`src/rtl/tx_frame_pkg.sv`:
```
package tx_frame_pkg;
  typedef enum logic [1:0] {
    ST_IDLE = 2'd0,
    ST_DATA = 2'd1,
    ST_EOF  = 2'd2
  } frm_state_e;
endpackage

```
`src/rtl/tx_frame_fsm.sv`:
```
module tx_frame_fsm
  import tx_frame_pkg::*;
(
  input  logic       clk_i,
  input  logic       rst_ni,
  input  logic       valid_i,
  input  logic       last_i,
  output logic       ready_o,
  output frm_state_e state_o
);
  frm_state_e state_q, state_d;

  always_comb begin
    state_d = state_q;
    unique case (state_q)
      ST_IDLE: if (valid_i) state_d = ST_DATA;
      ST_DATA: if (valid_i && last_i) state_d = ST_EOF;
      ST_EOF:  state_d = ST_IDLE;
      default: state_d = ST_IDLE;
    endcase
  end

  always_ff @(posedge clk_i or negedge rst_ni) begin
    if (!rst_ni) state_q <= ST_IDLE;
    else         state_q <= state_d;
  end

  assign ready_o = (state_q == ST_DATA);
  assign state_o = state_q;

  AST_NO_READY_AFTER_LAST: assert property (@(posedge clk_i) disable iff (!rst_ni)
    (valid_i && ready_o && last_i) |=> !ready_o);
  AST_OPEN_ON_VALID: assert property (@(posedge clk_i) disable iff (!rst_ni)
    (!ready_o && state_q == ST_IDLE && valid_i) |=> ready_o);
endmodule

```
`src/rtl/tx_slot_builder.sv`:
```
module tx_slot_builder
  import tx_frame_pkg::*;
#(
  parameter int unsigned WORD_BYTES = 2,
  parameter logic [7:0]  SYM_IDLE   = 8'hBC,
  parameter logic [7:0]  SYM_SOF0   = 8'h5C,
  parameter logic [7:0]  SYM_SOF1   = 8'hFB,
  parameter logic [7:0]  SYM_EOF0   = 8'h5C,
  parameter logic [7:0]  SYM_EOF1   = 8'hFE,
  parameter logic [7:0]  SYM_PAD    = 8'h9C,
  localparam int unsigned DW    = WORD_BYTES * 8,
  localparam int unsigned CNT_W = $clog2(WORD_BYTES + 1)
) (
  input  frm_state_e            state_i,
  input  logic                  valid_i,
  input  logic                  last_i,
  input  logic [WORD_BYTES-1:0] keep_i,
  input  logic [DW-1:0]         data_i,
  output logic [DW-1:0]         slot_data_o,
  output logic [WORD_BYTES-1:0] slot_ctrl_o
);
  logic [CNT_W-1:0]      keep_cnt;
  logic [WORD_BYTES-1:0] is_data;
  logic [DW-1:0]         body_data;

  assign keep_cnt = CNT_W'($countones(keep_i));

  for (genvar b = 0; b < WORD_BYTES; b++) begin : g_byte
    // non-last beats ignore keep
    assign is_data[b] = !last_i || (CNT_W'(b) < keep_cnt);
    assign body_data[b*8 +: 8] = is_data[b] ? data_i[b*8 +: 8] : SYM_PAD;
  end

  always_comb begin
    slot_data_o = {WORD_BYTES{SYM_IDLE}};
    slot_ctrl_o = '1;
    unique case (state_i)
      ST_IDLE: if (valid_i) begin
        slot_data_o[7:0]  = SYM_SOF0;
        slot_data_o[15:8] = SYM_SOF1;
      end
      ST_DATA: if (valid_i) begin
        slot_data_o = body_data;
        slot_ctrl_o = ~is_data;
      end
      ST_EOF: begin
        slot_data_o[7:0]  = SYM_EOF0;
        slot_data_o[15:8] = SYM_EOF1;
      end
      default: ;
    endcase
  end
endmodule

```
`src/rtl/tx_lane_stripe.sv`:
```
module tx_lane_stripe #(
  parameter int unsigned LANES      = 1,
  parameter int unsigned LANE_BYTES = 2,
  localparam int unsigned WB = LANES * LANE_BYTES
) (
  input  logic [WB*8-1:0] slot_data_i,
  input  logic [WB-1:0]   slot_ctrl_i,
  output logic [WB*8-1:0] lane_data_o,
  output logic [WB-1:0]   lane_ctrl_o
);
  for (genvar l = 0; l < LANES; l++) begin : g_lane
    for (genvar j = 0; j < LANE_BYTES; j++) begin : g_pos
      // logical byte j*LANES+l -> lane l, position j
      assign lane_data_o[(l*LANE_BYTES+j)*8 +: 8] = slot_data_i[(j*LANES+l)*8 +: 8];
      assign lane_ctrl_o[l*LANE_BYTES+j]          = slot_ctrl_i[j*LANES+l];
    end
  end
endmodule

```
`src/rtl/tx_frame_encap.sv`:
```
module tx_frame_encap
  import tx_frame_pkg::*;
#(
  parameter int unsigned LANES      = 1,
  parameter int unsigned LANE_BYTES = 2,
  parameter logic [7:0]  SYM_IDLE   = 8'hBC,
  parameter logic [7:0]  SYM_SOF0   = 8'h5C,
  parameter logic [7:0]  SYM_SOF1   = 8'hFB,
  parameter logic [7:0]  SYM_EOF0   = 8'h5C,
  parameter logic [7:0]  SYM_EOF1   = 8'hFE,
  parameter logic [7:0]  SYM_PAD    = 8'h9C,
  localparam int unsigned WB = LANES * LANE_BYTES,
  localparam int unsigned DW = WB * 8
) (
  input  logic          clk_i,
  input  logic          rst_ni,
  input  logic [DW-1:0] s_tdata_i,
  input  logic          s_tvalid_i,
  output logic          s_tready_o,
  input  logic          s_tlast_i,
  input  logic [WB-1:0] s_tkeep_i,
  output logic [DW-1:0] lane_data_o,
  output logic [WB-1:0] lane_ctrl_o
);
  frm_state_e    state_w;
  logic [DW-1:0] slot_data_d, slot_q;
  logic [WB-1:0] slot_ctrl_d, ctrl_q;

  tx_frame_fsm u_fsm (
    .clk_i   (clk_i),
    .rst_ni  (rst_ni),
    .valid_i (s_tvalid_i),
    .last_i  (s_tlast_i),
    .ready_o (s_tready_o),
    .state_o (state_w)
  );

  tx_slot_builder #(
    .WORD_BYTES (WB),
    .SYM_IDLE   (SYM_IDLE),
    .SYM_SOF0   (SYM_SOF0),
    .SYM_SOF1   (SYM_SOF1),
    .SYM_EOF0   (SYM_EOF0),
    .SYM_EOF1   (SYM_EOF1),
    .SYM_PAD    (SYM_PAD)
  ) u_build (
    .state_i     (state_w),
    .valid_i     (s_tvalid_i),
    .last_i      (s_tlast_i),
    .keep_i      (s_tkeep_i),
    .data_i      (s_tdata_i),
    .slot_data_o (slot_data_d),
    .slot_ctrl_o (slot_ctrl_d)
  );

  always_ff @(posedge clk_i or negedge rst_ni) begin
    if (!rst_ni) begin
      slot_q <= {WB{SYM_IDLE}};
      ctrl_q <= '1;
    end else begin
      slot_q <= slot_data_d;
      ctrl_q <= slot_ctrl_d;
    end
  end

  tx_lane_stripe #(
    .LANES      (LANES),
    .LANE_BYTES (LANE_BYTES)
  ) u_stripe (
    .slot_data_i (slot_q),
    .slot_ctrl_i (ctrl_q),
    .lane_data_o (lane_data_o),
    .lane_ctrl_o (lane_ctrl_o)
  );

  AST_SOF_LEADS: assert property (@(posedge clk_i) disable iff (!rst_ni)
    (state_w == ST_IDLE && s_tvalid_i) |=>
      (slot_q[7:0] == SYM_SOF0 && slot_q[15:8] == SYM_SOF1 && ctrl_q[1:0] == 2'b11));
  AST_DATA_PASS: assert property (@(posedge clk_i) disable iff (!rst_ni)
    (s_tvalid_i && s_tready_o && !s_tlast_i) |=>
      (slot_q == $past(s_tdata_i) && ctrl_q == '0));
  AST_STALL_IDLE: assert property (@(posedge clk_i) disable iff (!rst_ni)
    (state_w == ST_DATA && !s_tvalid_i) |=>
      (slot_q == {WB{SYM_IDLE}} && ctrl_q == '1));
  AST_EOF_FOLLOWS: assert property (@(posedge clk_i) disable iff (!rst_ni)
    (s_tvalid_i && s_tready_o && s_tlast_i) |=> ##1
      (slot_q[7:0] == SYM_EOF0 && slot_q[15:8] == SYM_EOF1 && ctrl_q[1:0] == 2'b11));
endmodule

```
`config.mk`:
```
export PLATFORM = sky130hd
export DESIGN_NAME = tx_frame_encap
export DESIGN_NICKNAME = d
export VERILOG_FILES = /design/src/rtl/tx_frame_pkg.sv /design/src/rtl/tx_frame_fsm.sv /design/src/rtl/tx_slot_builder.sv /design/src/rtl/tx_lane_stripe.sv /design/src/rtl/tx_frame_encap.sv
export SDC_FILE = /design/constraint.sdc
export NUM_CORES = 1
export LEC_CHECK = 0
export BUFFER_PORTS_ARGS = -buffer_cell sky130_fd_sc_hd__buf_2
export CORE_MARGIN = 2
export CORE_UTILIZATION = 45
export DETAILED_ROUTE_END_ITERATION = 10
export PLACE_DENSITY_LB_ADDON = 0.12
export SLEW_MARGIN = 20
export SYNTH_ARGS = -nofsm -noshare
export SYNTH_HDL_FRONTEND = slang
export SYNTH_SLANG_ARGS = --single-unit
export TNS_END_PERCENT = 10
```
`constraint.sdc`:
```
create_clock -name clk_i -period 2.4 [get_ports clk_i]
set_input_delay 0.24 -clock clk_i [delete_from_list [all_inputs] [get_ports clk_i]]
set_output_delay 0.24 -clock clk_i [all_outputs]
set_load 0.05 [all_outputs]
```
# After elaboration in Yosys (flattened, before gate mapping)

Index checks and enable logic that the tools add are counted.

Logic and storage cells: 27
Output and inout bits: 19
Bits of input ports: 22
Flip-flop bits (word level): 20

Bitwise gates (word level): 1
Magnitude comparators: 2
Add/sub/neg operators: 1
Reductions and logical operators: 6
Muxes and demuxes: 10
Equality and inequality tests: 4

Operators with widths:

| cell               | number |
|---|---|
| $pmux 16 s3        | 1 |
| $mux 16            | 1 |
| $mux 8             | 2 |
| $mux 15            | 1 |
| $mux 2             | 4 |
| $lt 1x2->1 const A | 2 |
| $pmux 2 s2         | 1 |
| $add 1x1->2        | 1 |
| $eq 2x1->1 const B | 1 |
| $eq 2x2->1 const B | 1 |
| $logic_not 2->1    | 1 |
| $logic_or 1x1->1   | 2 |
| $ne 2x1->1 const B | 1 |
| $ne 2x2->1 const B | 1 |
| $not 2->2          | 1 |
| $reduce_and 2->1   | 1 |
| $logic_and 1x1->1  | 1 |
| $logic_not 1->1    | 1 |

# Longest topological paths before layout

Gate-level depths: netlist of the first run.

Word-level depth: 6
Depth in mapped cells: 3
Gate-level depth less buffers: 2

# Cells and area by module

A second synthesis of the first run with hierarchy kept.

Cell total of the unflattened synthesis: 75
Area, all modules: 900.9 µm²

By module, submodules not included:

| module          | instances | sequential area each (µm²) | area each (µm²) | cells an instance |
|---|---|---|---|---|
| tx_frame_encap  | 1         | 465.4                      | 465.4           | 18 |
| tx_slot_builder | 1         | 0.0                        | 216.5           | 33 |
| tx_lane_stripe  | 1         | 0.0                        | 135.1           | 18 |
| tx_frame_fsm    | 1         | 50.0                       | 83.8            | 6 |

# Worst setup path after synthesis of the first run

Ideal clock, no wire load.

Path type: reg2out
Start: reg u_fsm.state_q[0] (netlist: u_fsm.state_o[0])
End: out s_tready_o
Data required time: 2.160 ns
Arrival: 1.367 ns
Cell stages (with the launch flop): 3
Slack: 0.793 ns
Buffers on the path: 1
Cell sequence: dfrtp_1 clkbuf_1 nor2b_1

Word-level cells in the longest chain between the ends: 1

Ends and longest elaborated chain:

| what                   | RTL line             | RTL |
|---|---|---|
| from (decl)            | tx_frame_fsm.sv:11   | `frm_state_e state_q, state_d;` |
| from (signal assigned) | tx_frame_fsm.sv:25   | `else state_q <= state_d;` |
| $eq 2x1->1             | tx_frame_fsm.sv:28   | `assign ready_o = (state_q == ST_DATA);` |
| to (decl)              | tx_frame_encap.sv:19 | `output logic s_tready_o,` |

No other way between the ends.

# Worst setup path after layout of the first run

Ends and elaborated chain as after synthesis.

==> impl_metrics.ini, run 1 <==
[layout]
n_fill_cell = 142
fin_util_pct = 61.6
stdcell_area_um2 = 1040
nets = 125
num_antenna_cells = 0
layout-drive-gt1-share_pct = 61.4
synthToLayoutAreaGrowth_pct = 30.5

[worst_setup_path]
crit_path_end_kind = output pin
cpPeakStageDelay_ns = 0.58
worstPathArrival_ns = 1.31
reg2reg_slack_ns = 1.09
worst-path-stages = 2
criticalPathCategory = register to output pin
rr_worst_depth = 2
slowest_stage = dfrtp_1
crit_required_ns = 2.16
cp.buffers_inverters = 1
reg2reg_to = slot_q[15]$_DFF_PN1_
cp-start-kind = register
cp-endpoint = s_tready_o
cp_cell_sequence = nor2b_1 > buf_2
path_delay_family = flip-flops
critPathLaunch = u_fsm.state_o[0]$_DFFE_PN0P_
cp_max_fo = 13
r2r-start = u_fsm.state_o[1]$_DFFE_PN0P_

[timing]
min_period_ns = 1.55
rsz0062_at_grt = false
setup-tns-final_ns = 0
slew_viol_final = 0
fin_crit_sh_pct = 64.5
fin_worst_skew_ns = 0.00551
hold_viol = 0
clock.fmax_mhz = 646
setup_viol = 0
tightest_slew_ns = 0.426
max_slew_margin_pct = 71.6

[floorplanning]
ios = 41
row_count = 15
die_area_um2 = 2120
start_util_pct = 47.2
core_um2 = 1690
die_h_um = 46.1
die_x_um = 46.1

[global_route]
grt_pass1_wl_um = 2330
grt_max_degree = 21
grt_antenna_before_repair = 0
grt_overflow = 0
grt_pass1_vias = 515
grt_usage_pct = 16.2

[clocking]
cts.path.max_buffers = 2
cts_resized = 0
cts_tree = yes
cts_max_level = 1
cts_hold_buf = 1
cts_root_buffer = clkbuf_4
insertion_delay_ns = 0.29
path_clk_slew_ns = 0.10
cts_buffers = 3
post_cts_buffers = 0
clock-sinks = 20

[synthesis]
ys_warn_count = 0
synth_cell_types = 24
syn_inst = 60
synth_fp_nets = 82
synth.most_common_cell = dfstp_2
synth_top_area_cell = dfstp_2
synth-main-ff-cell = dfstp_2
syn_area_um2 = 797
avgSynthCellArea_um2 = 13.3
ys_seq_area_share_pct = 64.7
synth-seq-cells = 20
synth_edf_count = 0
yosys-top-cells-count = dfstp_2, dfrtp_1, or3_1
async_flop_share_pct = 100
yosysTopAreaCellShare_pct = 39.6
yosys-top-cells-area = dfstp_2, dfrtp_1, nand3b_1

[placed_design]
hpwl_um = 1140
place.gp.congestion = 0.748
placed_cell_area_um2 = 1010
io_buffers = 40

[drt]
drt_iter0_markers = 3
vias = 628
drcViolationCount = 0
viasPerCell = 5.32
ant_nets = 0
post_drt_wl_per_cell_um = 13.6
wirelength_um = 1610
first_pass_iters = 4

[pwr]
leakage_nw = 0.485
vdd_drop_max_mv = 0.415
power.density_nw_per_um2 = 791
total_power_mw = 0.823

[job]
cap_violations = 0

[min_path]
hp-class = primary input to register

[outcome]
status = finished clean
==> placed cells by master (no fill, tap or decap), types with 2 or more instances in the layout <==
cell type,instances
a2bb2oi_1,2
dfstp_2,12
o22ai_1,4
dfrtp_1,8
nand3b_1,5
nor3b_1,2
buf_2,40
nand2_1,2
and3_2,2
or3_1,6
clkbuf_4,3
==> sequential cells by signal, summed over array words and instances, names as in the netlist <==
register,cells
u_fsm.state_o,2
slot_q,16
ctrl_q,2
==> routing by layer <==
| layer | vias up | part of all wire [%] | GRT usage (%) |
|---|---|---|---|
| li1 | 300 | - | - |
| met1 | 298 | 43 | 21.4 |
| met2 | 26 | 47 | 24.2 |
| met3 | 4 | 7.1 | 3.14 |
| met4 | 0 | 2.8 | 10.3 |
| met5 | - | 0 | 0 |
==> layout make-up <==
cell class | instances | area, um2 | share of cell area, %
well taps | 17 | 21.3 | 2.05
multi-input cells | 37 | 270 | 26.0
clock buffers | 3 | 22.5 | 2.17
flip-flops and latches | 20 | 515 | 49.6
repair buffers | 41 | 210 | 20.2
==> kinds of logic (layout without fill, tap and decap cells) <==
logic type      Yosys count  count (layout)  share of synthesized area (%)
compound gates           12              12                           11.9
simple gates             25              25                           22.0
buf+inv                   3              44                           1.41
flops                    20              20                           64.7
==> how the worst min path moves through the flow <==
stage | from | to | slack (ns) | cells past startpoint
final | s_tdata_i[12] | slot_q[12]$_DFF_PN1_ | 0.14 | 2
after global routing | s_tdata_i[12] | slot_q[12]$_DFF_PN1_ | 0.14 | 2
after CTS | s_tdata_i[12] | slot_q[12]$_DFF_PN1_ | 0.14 | 2
after detailed placement | rst_ni | slot_q[6]$_DFF_PN0_ | 0.20 | 1
after global placement | rst_ni | slot_q[9]$_DFF_PN0_ | 0.20 | 1
after floorplan | rst_ni | slot_q[0]$_DFF_PN0_ | -0.06 | 0
==> report_power, final <==
group	leakage (nW)	switching (mW)	total (mW)	internal, mW
logic	0.243	0.189	0.263	0.0738
registers	0.228	0.0210	0.409	0.388
clock network	0.0138	0.0925	0.151	0.0583
==> stage by stage <==
step / worst slack [ns] / cells / hold WS (ns)
after floorplan: 0.793 / 60 / -0.0556
after global placement: 1.13 / 114 / 0.198
after detailed placement: 1.12 / 114 / 0.203
after CTS: 0.847 / 118 / 0.135
after global routing: 0.786 / 118 / 0.135
final: 0.851 / 118 / 0.138
(Power assumes the default switching activity.)
==> run 2: changes to the inputs <==
--- a/config.mk
+++ b/config.mk
@@ -7,7 +7,7 @@
 export LEC_CHECK = 0
 export BUFFER_PORTS_ARGS = -buffer_cell sky130_fd_sc_hd__buf_2
 export CORE_MARGIN = 2
-export CORE_UTILIZATION = 45
+export CORE_UTILIZATION = 43
 export DETAILED_ROUTE_END_ITERATION = 10
 export PLACE_DENSITY_LB_ADDON = 0.12
 export SLEW_MARGIN = 20
==> constraint.sdc (replaced) <==
create_clock -name clk_i -period 1.5 [get_ports clk_i]
set_input_delay 0.15 -clock clk_i [delete_from_list [all_inputs] [get_ports clk_i]]
set_output_delay 0.15 -clock clk_i [all_outputs]
set_load 0.05 [all_outputs]
==> run 2 against run 1 <==
Design area up 2.6%. Clock skew up 0.0079 ns. First-iteration DRC count up 130%. Clock-buffer cell count up 1. Highest routed layer unchanged. Sequential power up 60%. Final cell count up 7.6%. Flip-flop and latch count unchanged. Critical path type unchanged. Combinational power up 60%.
==> impl_metrics.ini, run 2 (same netlist as run 1, synthesis figures left out) <==
[layout]
num_antenna_cells = 0
final_cells = 127
final_common_cell = buf_2
nets = 125
layout-drive-gt1-share_pct = 63.7
stdcell_area_um2 = 1070
synthToLayoutAreaGrowth_pct = 33.9
layout_common_cells = buf_2, dfstp_2, dfrtp_1
n_fill_cell = 161
largest_reg_flops = 16
regMostFlops = slot_q

[pwr]
vdd_drop_max_mv = 0.636
leakage_nw = 0.492
power.density_nw_per_um2 = 1280

[timing]
fin_worst_skew_ns = 0.0134
clock.fmax_mhz = 737
setup_ws_ns = 0.142
rsz0062_at_grt = false
tightest_slew_ns = 0.411
max_slew_margin_pct = 72.6
hold_viol = 0
min_period_ns = 1.36
setup_viol = 0
setup-tns-final_ns = 0
timing.hold.ws_ns = 0.0496
slew_viol_final = 0
fin_crit_sh_pct = 90.5

[global_route]
grt_overflow = 0
grt_antenna_before_repair = 0
grt_max_degree = 21
grt_usage_pct = 15.5
grt_pass1_vias = 530
grt_pass1_wl_um = 2330

[outcome]
status = finished clean

[clocking]
path_clk_slew_ns = 0.11
post_cts_buffers = 0
cts_buffers = 3
insertion_delay_ns = 0.29
clock-sinks = 20
cts_tree = yes
cts_root_buffer = clkbuf_4
cts_max_level = 1
cts.path.max_buffers = 2

[drt]
ant_nets = 0
wl_met1_um = 647
wl_met3_um = 96
dr_wl_met2_um = 796
drcViolationCount = 0
post_drt_wl_per_cell_um = 12.3
wirelength_um = 1560
drt_iter0_markers = 7
first_pass_iters = 2
vias = 627
highest_layer = met4
viasPerCell = 4.94

[floorplanning]
row_count = 15
core_um2 = 1730
ios = 41
die_h_um = 47.1
start_util_pct = 46.2
die_area_um2 = 2210
die_x_um = 47.1

[worst_setup_path]
crit_path_end_kind = output pin
criticalPathCategory = register to output pin
cp-start-kind = register
cp_max_fo = 13
reg2reg_to = slot_q[12]$_DFF_PN1_
cpPeakStageDelay_ns = 0.49
slowest_stage = dfrtp_2
reg2reg_slack_ns = 0.21
critPathLaunch = u_fsm.state_o[0]$_DFFE_PN0P_
r2r-start = u_fsm.state_o[1]$_DFFE_PN0P_
crit_required_ns = 1.35
cp_cell_sequence = nor2b_2 > buf_2
rr_worst_depth = 2
worstPathArrival_ns = 1.21

[job]
cap_violations = 0

[placed_design]
dp_cells = 122
pre_cts_ws_ns = 0.218
placed_cell_area_um2 = 1020
place.gp.congestion = 0.737
io_buffers = 40
hpwl_um = 1180

[min_path]
hp-class = primary input to register
hold_end = slot_q[3]$_DFF_PN1_
hold_depth = 2
hold_start = s_tdata_i[3]
## run 2: cell types whose count changed in the layout (fill, tap and decap cells not counted), sizes merged
cell and delta:
clkbuf +1
## run 2: how the worst max path moves through the flow
stage / endpoint / slack, ns
4_1_cts: s_tready_o / 0.03
3_5_place_dp: slot_q[12]$_DFF_PN1_ / 0.22
2_1_floorplan: s_tready_o / 0.22
6_report: s_tready_o / 0.14
5_1_grt: s_tready_o / 0.09
3_3_place_gp: slot_q[11]$_DFF_PN1_ / 0.27
## run 2: final cells by class
cell class	instances	area, um2	area share [%]
Clock buffer	4	36.3	3.40
Multi-Input combinational cell	37	273	25.6
Sequential cell	20	517	48.4
Tap cell	25	31.3	2.93
Timing Repair Buffer	41	210	19.7
## run 2: through the flow
| step | total power [mW] | util, % |
|---|---|---|
| floorplan | 0.978 | - |
| global placement | 1.08 | 59.1 |
| detailed placement | 1.09 | 59.1 |
| CTS | 1.39 | 61.7 |
| global route | 1.44 | 61.8 |
| finish | 1.37 | 61.8 |
## run 2: critical path, delay by kind of cell (launching register included)
family | cells | cell delay [ns]
DFF | 1 | 0.49
and+or+nand+nor | 1 | 0.16
buffers and inverters | 1 | 0.26
## run 2: power breakdown
part | internal, mW | switching (mW)
sequential | 0.622 | 0.0331
combinational | 0.120 | 0.301
clock | 0.148 | 0.148
## run 2: per-layer routing
| metal | track usage (%) | vias to the layer above |
|---|---|---|
| met4 | 8.33 | 0 |
| li1 | - | 303 |
| met2 | 25.2 | 24 |
| met5 | 0 | - |
| met1 | 19.6 | 298 |
| met3 | 2.69 | 2 |
## run 2: what timing repair did
item / 4_1_cts / 5_1_grt
endpoints found under the hold margin: 8 / 0
hold buffers: 1 / 0
setup endpoints to repair: 0 / 1
resized for setup: 0 / 1
==> run 3: changes to the inputs <==
--- a/config.mk
+++ b/config.mk
@@ -6,8 +6,11 @@
 export NUM_CORES = 1
 export LEC_CHECK = 0
 export BUFFER_PORTS_ARGS = -buffer_cell sky130_fd_sc_hd__buf_2
+export CELL_PAD_IN_SITES_DETAIL_PLACEMENT = 1
+export CELL_PAD_IN_SITES_GLOBAL_PLACEMENT = 1
 export CORE_MARGIN = 2
-export CORE_UTILIZATION = 43
+export CORE_UTILIZATION = 32
+export CTS_CLUSTER_SIZE = 20
 export DETAILED_ROUTE_END_ITERATION = 10
 export PLACE_DENSITY_LB_ADDON = 0.12
 export SLEW_MARGIN = 20
==> run 3 against run 2 <==
First-iteration DRC count is 29% lower. Global-route usage is 1.5 points lower. Fmax is 0.12% higher. Die area is 31% higher. Utilization is 17 points lower. Sequential share of layout area is 0.17 points lower. Worst setup slack better by 0.0017 ns. Clock skew is 0.012 ns lower.
==> impl_metrics.ini, run 3 (same netlist as run 1, synthesis figures left out) <==
[clocking]
cts_tree = yes
post_cts_buffers = 0
insertion_delay_ns = 0.29
clock-sinks = 20
cts.path.max_buffers = 2
cts_root_buffer = clkbuf_4
path_clk_slew_ns = 0.11
cts_max_level = 1
cts_buffers = 3

[layout]
n_fill_cell = 285
num_antenna_cells = 0
largest_reg_flops = 16
nets = 126
stdcell_area_um2 = 1070
regMostFlops = slot_q
layout-drive-gt1-share_pct = 63.1
final_common_cell = buf_2
layout_common_cells = buf_2, dfstp_2, dfrtp_1
synthToLayoutAreaGrowth_pct = 34.4

[floorplanning]
die_area_um2 = 2910
die_h_um = 53.9
core_um2 = 2410
die_x_um = 53.9
ios = 41
start_util_pct = 33.1
row_count = 18

[global_route]
grt_overflow = 0
grt_pass1_wl_um = 2750
grt_max_degree = 21
grt_pass1_vias = 591
grt_antenna_before_repair = 0
grt_usage_pct = 14.0

[timing]
hold_viol = 0
rsz0062_at_grt = false
fin_worst_skew_ns = 0.00123
max_slew_margin_pct = 72.3
clock.fmax_mhz = 737
fin_crit_sh_pct = 90.4
setup-tns-final_ns = 0
slew_viol_final = 0
setup_viol = 0
tightest_slew_ns = 0.416
timing.hold.ws_ns = 0.0475
min_period_ns = 1.36

[drt]
vias = 639
drt_iter0_markers = 5
wirelength_um = 1750
ant_nets = 0
first_pass_iters = 2
post_drt_wl_per_cell_um = 13.2
viasPerCell = 4.80
drcViolationCount = 0

[placed_design]
placed_cell_area_um2 = 1030
place.gp.congestion = 0.735
io_buffers = 40
hpwl_um = 1340

[worst_setup_path]
cp-endpoint = s_tready_o
criticalPathCategory = register to output pin
rr_worst_depth = 2
cp-start-kind = register
cp_max_fo = 12
critPathLaunch = u_fsm.state_o[1]$_DFFE_PN0P_
reg2reg_to = slot_q[15]$_DFF_PN1_
reg2reg_slack_ns = 0.34
worstPathArrival_ns = 1.21
r2r-start = u_fsm.state_o[0]$_DFFE_PN0P_
crit_path_end_kind = output pin
crit_required_ns = 1.35

[outcome]
status = finished clean

[min_path]
hp-class = primary input to register

[job]
cap_violations = 0

[pwr]
leakage_nw = 0.492
power.density_nw_per_um2 = 1250
total_power_mw = 1.34
vdd_drop_max_mv = 0.568
## run 3: cell count changes in the layout (fill, tap and decap cells not counted), sizes merged
cell and delta:
buf +1
## run 3: critical path: stages, from the launching register on
cell and delay [ns]:
dfrtp_1 0.39, buf_4 0.17, nor2b_2 0.10, buf_2 0.26
## run 3: power by group
group          internal [mW]  total [mW]  switching, mW  leakage (nW)
sequential             0.622       0.651         0.0286         0.227
clock                  0.103       0.255          0.151        0.0150
combinational          0.122       0.433          0.310         0.249
total                  0.848        1.34          0.490         0.492
## run 3: repair_timing
action | CTS | global route
setup endpoints to repair | 0 | 1
hold endpoints to repair | 8 | 0
hold buffers | 1 | 0
resized for setup | 0 | 1
## run 3: how the worst min path moves through the flow
stage                     slack [ns]                   end     startpoint  cells past startpoint
after global placement          0.11   slot_q[6]$_DFF_PN0_         rst_ni                      1
final                           0.05  slot_q[15]$_DFF_PN1_  s_tdata_i[15]                      2
after detailed placement        0.11   slot_q[6]$_DFF_PN0_         rst_ni                      1
after global routing            0.02   slot_q[4]$_DFF_PN1_   s_tdata_i[4]                      2
after floorplan                -0.15   slot_q[0]$_DFF_PN0_         rst_ni                      0
after CTS                       0.04  slot_q[12]$_DFF_PN1_  s_tdata_i[12]                      2
## run 3: metal layers
metal  track usage [%]  wire (um)
met1              18.1        751
met2              21.1        846
met3              4.44        136
met4              6.41         19
met5                 0          0
## run 3: layout make-up
class | count | area (um2) | share of cell area [%]
clock buffer | 4 | 26.3 | 2.45
multi-input combinational | 37 | 273 | 25.5
sequential | 20 | 517 | 48.2
timing repair buffer | 42 | 218 | 20.3
tap | 30 | 37.5 | 3.50
## run 3: through the flow
| step | instances | worst slack [ns] | utilization (%) |
|---|---|---|---|
| final | 133 | 0.144 | 44.4 |
| after global routing | 133 | 0.0629 | 44.4 |
| after CTS | 133 | 0.00506 | 44.4 |
| after detailed placement | 128 | 0.211 | 42.9 |
| after global placement | 128 | 0.262 | 42.9 |
| after floorplan | 60 | 0.221 | - |
